## config.mk

```make
export PLATFORM = sky130hd
export DESIGN_NAME = bidir_latch_xcvr
export DESIGN_NICKNAME = d
export VERILOG_FILES = /design/src/rtl/bidir_latch_xcvr.sv
export SDC_FILE = /design/constraint.sdc
export NUM_CORES = 1
export LEC_CHECK = 0
export CAP_MARGIN = 10
export CORE_MARGIN = 2
export CORE_UTILIZATION = 46
export CTS_CLUSTER_SIZE = 10
export DETAILED_ROUTE_END_ITERATION = 8
export GPL_TIMING_DRIVEN = 0
export PLACE_DENSITY = 0.89
export SLEW_MARGIN = 5
export SYNTH_ARGS = -nofsm -noshare
export SYNTH_HDL_FRONTEND = slang
export SYNTH_SLANG_ARGS = --single-unit
```

## constraint.sdc

```tcl
create_clock -name clk -period 1.2 [get_ports clk]
set_clock_uncertainty 0.15 [all_clocks]
set_input_delay 0.18 -clock clk [delete_from_list [all_inputs] [get_ports clk]]
set_output_delay 0.18 -clock clk [all_outputs]
set_load 0.005 [all_outputs]
```

## src/rtl/bidir_latch_xcvr.sv

```systemverilog
module bidir_latch_xcvr #(
  parameter int HALF_W   = 8,
  parameter int HALVES   = 2,
  parameter bit BUS_HOLD = 1'b1
) (
  input  logic                     clk,
  input  logic                     rst_n,
  input  logic [HALF_W*HALVES-1:0] a_in,
  input  logic [HALVES-1:0]        a_in_vld,
  input  logic [HALF_W*HALVES-1:0] b_in,
  input  logic [HALVES-1:0]        b_in_vld,
  input  logic [HALVES-1:0]        ab_cs_n,
  input  logic [HALVES-1:0]        ab_ld_n,
  input  logic [HALVES-1:0]        ab_oe_n,
  input  logic [HALVES-1:0]        ba_cs_n,
  input  logic [HALVES-1:0]        ba_ld_n,
  input  logic [HALVES-1:0]        ba_oe_n,
  output logic [HALF_W*HALVES-1:0] b_out,
  output logic [HALVES-1:0]        b_drv,
  output logic [HALF_W*HALVES-1:0] a_out,
  output logic [HALVES-1:0]        a_drv,
  output logic [HALVES-1:0]        clash
);
  localparam int W = HALF_W * HALVES;

  logic [W-1:0] ab_q, ba_q;
  logic [W-1:0] a_src, b_src;

  for (genvar h = 0; h < HALVES; h++) begin : g_half
    localparam int LO = h * HALF_W;

    if (BUS_HOLD) begin : g_hold
      logic [HALF_W-1:0] a_hold, b_hold;

      always_ff @(posedge clk) begin
        if (!rst_n) begin
          a_hold <= '0;
          b_hold <= '0;
        end else begin
          if (a_in_vld[h]) a_hold <= a_in[LO +: HALF_W];
          if (b_in_vld[h]) b_hold <= b_in[LO +: HALF_W];
        end
      end

      assign a_src[LO +: HALF_W] = a_in_vld[h] ? a_in[LO +: HALF_W] : a_hold;
      assign b_src[LO +: HALF_W] = b_in_vld[h] ? b_in[LO +: HALF_W] : b_hold;
    end else begin : g_nohold
      assign a_src[LO +: HALF_W] = a_in[LO +: HALF_W];
      assign b_src[LO +: HALF_W] = b_in[LO +: HALF_W];
    end

    always_ff @(posedge clk) begin
      if (!rst_n) begin
        ab_q[LO +: HALF_W] <= '0;
        ba_q[LO +: HALF_W] <= '0;
      end else begin
        if (!ab_cs_n[h] && !ab_ld_n[h]) ab_q[LO +: HALF_W] <= a_src[LO +: HALF_W];
        if (!ba_cs_n[h] && !ba_ld_n[h]) ba_q[LO +: HALF_W] <= b_src[LO +: HALF_W];
      end
    end

    assign b_drv[h] = rst_n & ~ab_cs_n[h] & ~ab_oe_n[h];
    assign a_drv[h] = rst_n & ~ba_cs_n[h] & ~ba_oe_n[h];
    assign b_out[LO +: HALF_W] = b_drv[h] ? ab_q[LO +: HALF_W] : '0;
    assign a_out[LO +: HALF_W] = a_drv[h] ? ba_q[LO +: HALF_W] : '0;
    assign clash[h] = a_drv[h] & b_drv[h];
  end
endmodule

```

After elaboration in Yosys (flattened, before gate mapping)
Cells that the tools add are included.
Word-level totals
  flip-flop bits (word level): 64
  output and inout port bits: 38
Cells by class
  multiplexer cells: 8
  bitwise operators: 18
  reductions and logical operators: 12
Operator list (number)
  8-bit two-way mux: 8
  1-bit bitwise AND: 10
  1-bit logical NOT: 8
  1-bit NOT: 8
  1-bit logical AND: 4

Logic depth before layout (Yosys ltp)
  depth in word-level cells: 4
  depth in mapped cells: 4

Worst setup path after synthesis
No wires, ideal clock.
  path kind: input to register
  start point: input port a_in_vld[1]
  end point: register ab_q[10]
  arrival time: 0.874 ns
  data required time: 0.928 ns
  setup slack: 0.054 ns
  stages on the path: 3
  cells stage by stage: buf_6 > mux2_4 > o311a_1
Between the ends
  longest elaborated chain between the ends: 1
Ends and longest elaborated chain
  start, declared: RTL line 9  | input logic [HALVES-1:0] a_in_vld,
  8-bit two-way mux
  end signal, assigned by index: RTL line 57  | if (!ab_cs_n[h] && !ab_ld_n[h]) ab_q[LO +: HALF_W] <= a_src[LO +: HALF_W];
  end, declared: RTL line 26  | logic [W-1:0] ab_q, ba_q;
Every way passes these cells.
A chain may end at the register's enable or synchronous reset.

Worst setup path in the final report
  start point: input port ab_oe_n[1]
  end point: output port clash[1]
Between the ends
  longest elaborated chain between the ends: 3
Ends and longest elaborated chain
  start, declared: RTL line 14  | input logic [HALVES-1:0] ab_oe_n,
  1-bit NOT: RTL line 62  | assign b_drv[h] = rst_n & ~ab_cs_n[h] & ~ab_oe_n[h];
  1-bit bitwise AND: RTL line 62
  1-bit bitwise AND: RTL line 66  | assign clash[h] = a_drv[h] & b_drv[h];
  end, declared: RTL line 22  | output logic [HALVES-1:0] clash
Every way passes these cells.

==> impl_metrics.tcl <==
set metrics [dict create \
    failed_checks "negative setup slack" \
    hold_viol 0 \
    most-common-layout-cells "buf_6, dfxtp_1, clkdlybuf4s50_1" \
    die-area_um2 6690 \
    ys_seq_area_share_pct 46.0 \
    drc 0 \
    ys_seq_elements 64 \
    grt_first_pass_wirelength_um 10300 \
    clock-root-buffer "clkbuf_8" \
    vdd_ir_drop_max_v 0.000762 \
    clockBufferDepth 2 \
    syn_to_final_growth_pct 50.0 \
    finalWirelength_um 7010 \
    r2r_start "g_half[1].g_hold.b_hold[5]" \
    timing.fmax_mhz 766 \
    clkTransAtPathRegs_ns 0.07 \
    grt_max_degree 12 \
    die_h_um 81.8 \
    detail-route-antenna-nets 0 \
    grt_pass1_vias 2309 \
    wl_per_cell_um 15.8 \
    max_cap_viol_count 0 \
    path_class "primary input to primary output" \
    syn_avg_cell_area_um2 10.9 \
    fin_crit_sh_pct 109 \
    hpwl_um 4500 \
    worst_pin_slew_ns 0.545 \
    layout_min_cycle_time_ns 1.31 \
    layout.nets 414 \
    drive_above_1_share_pct 48.8 \
    final_cells 444 \
    synth.distinct_cells 17 \
    total_power_mw 4.94 \
    min_to "g_half[1].g_hold.b_hold[1]" \
    crit_required_ns 0.87 \
    clk_latency_ns 0.33 \
    slew_violations 0 \
    drt-initial-drc-count 49 \
    crit_path_start_kind "primary input" \
    yosysWarnings 0 \
    antennaDiodeCount 0 \
    h-tree-depth 3 \
    fin_ws_ns -0.106 \
    post-place-ws_ns -1.11 \
    ff2ff_setup_slack_ns 0.06 \
    reg2reg_depth 2 \
    numCtsBuffers 9 \
    end_kind "primary output" \
    vias_per_cell 5.12 \
    die_w_um 81.8 \
    whs_ns 0.0487 \
    min_path_type "primary input to flop" \
    slew_headroom_pct 63.5 \
    cts_sinks 64 \
    worstReg2RegEnd "ba_q[13]" \
    power_density_nw_per_um2 1180 \
    std_cell_rows 28 \
    worstPathMaxFanout 3 \
    synthesis.nets 305 \
    postSynthCellCount 255 \
    vias 2274 \
    hp-start "b_in_vld[1]" \
    cts_tree "built" \
    design.core.area_um2 5890 \
    crit_arrival_ns 0.98 \
    overflow 0 \
    portBuffers 77 \
    dp_cells 407 \
    leakage_nw 1.83 \
    antenna_found_initial 0 \
    whs_path_depth 3 \
    gp_congestion 0.728 \
    final-setup-viol-count 34 \
    rsz0062_at_grt "yes" \
    pin_count 88 \
    grt_use_total_pct 20.6 \
    first_pass_iters 4 \
    status "complete, but fails checks" \
    start_util_pct 47.3 \
    syn_area_um2 2780 \
    fin_util_pct 70.9 \
]
==> cells by family after synthesis <==
logic type,after synthesis,synth area share (%)
muxes,32,13.3
DFF,64,46.0
AOI/OAI and AO/OA,64,20.1
and+or+nand+nor,74,16.4
buffers and inverters,21,4.09
==> stage by stage <==
stage               area, µm²  setup TNS, ns
finish                   4170          -1.29
global route             4170          -2.69
global placement         3650         -67.71
CTS                      4110          -2.14
detailed placement       3650         -67.38
floorplan                2780              0
==> final cells by class <==
type                            instances  area (µm²)
Buffer                                 20         148
Inverter                                1        3.75
Clock inverter                          3        40.0
Tap cell                               75        93.8
Sequential cell                        64        1310
Multi-Input combinational cell        172        1480
Fill cell                             416        1710
Clock buffer                           13         159
Timing Repair Buffer                   96         940
==> per-layer routing <==
metal  vias to the layer above  global-route usage [%]  part of all wire (%)
met4                         0                    10.7                   2.1
met1                      1059                    21.2                    40
met3                        17                    4.62                   5.1
met5                         -                       0                     0
li1                       1128                       -                     -
met2                        70                    38.6                    53
==> registers in the layout, summed over array words and instances, names as in the netlist <==
| register | count |
|---|---|
| ab_q | 16 |
| ba_q | 16 |
| g_half.g_hold.b_hold | 16 |
| g_half.g_hold.a_hold | 16 |
==> critical path, stage by stage <==
cell     delay (ns)
buf_8          0.10
nor3b_4        0.23
buf_6          0.14
buf_6          0.10
and2_4         0.14
buf_6          0.08
==> where the power goes <==
group	internal (mW)	total, mW	switching (mW)	leakage (nW)
Combinational	0.474	0.784	0.310	1.19
Clock	1.07	1.84	0.774	0.103
Sequential	2.27	2.32	0.0478	0.536
==> synthesized netlist by cell type, drive strengths merged <==
cell type | count | area, µm²
nor3b | 4 | 75.1
nor2 | 26 | 97.6
o311a | 10 | 100
inv | 1 | 3.75
mux2i | 22 | 220
dfxtp | 64 | 1280
o21bai | 10 | 75.1
o21ba | 22 | 220
mux2 | 10 | 150
clkbuf | 8 | 32.5
a211oi | 22 | 165
buf | 12 | 77.6
and2 | 44 | 284
==> what timing repair did <==
item	in CTS	in global routing
cloned	4	0
endpoints found under the setup margin	88	38
pin swaps	31	18
hold buffers	1	0
hold endpoints to repair	1	0
resized for setup	244	33
setup buffers	19	0
==> how the worst max path moves through the flow <==
stage               slack [ns]         to  depth (start not counted)   startpoint
global placement         -1.14   b_out[7]                          4        rst_n
CTS                      -0.16   b_out[4]                          7        rst_n
floorplan                 0.05   ab_q[10]                          3  a_in_vld[1]
finish                   -0.11   clash[1]                          6   ab_oe_n[1]
detailed placement       -1.11   b_out[2]                          4        rst_n
global route             -0.12  a_out[10]                          6   ba_cs_n[1]
Note: power is estimated with default switching activity, not from simulation.
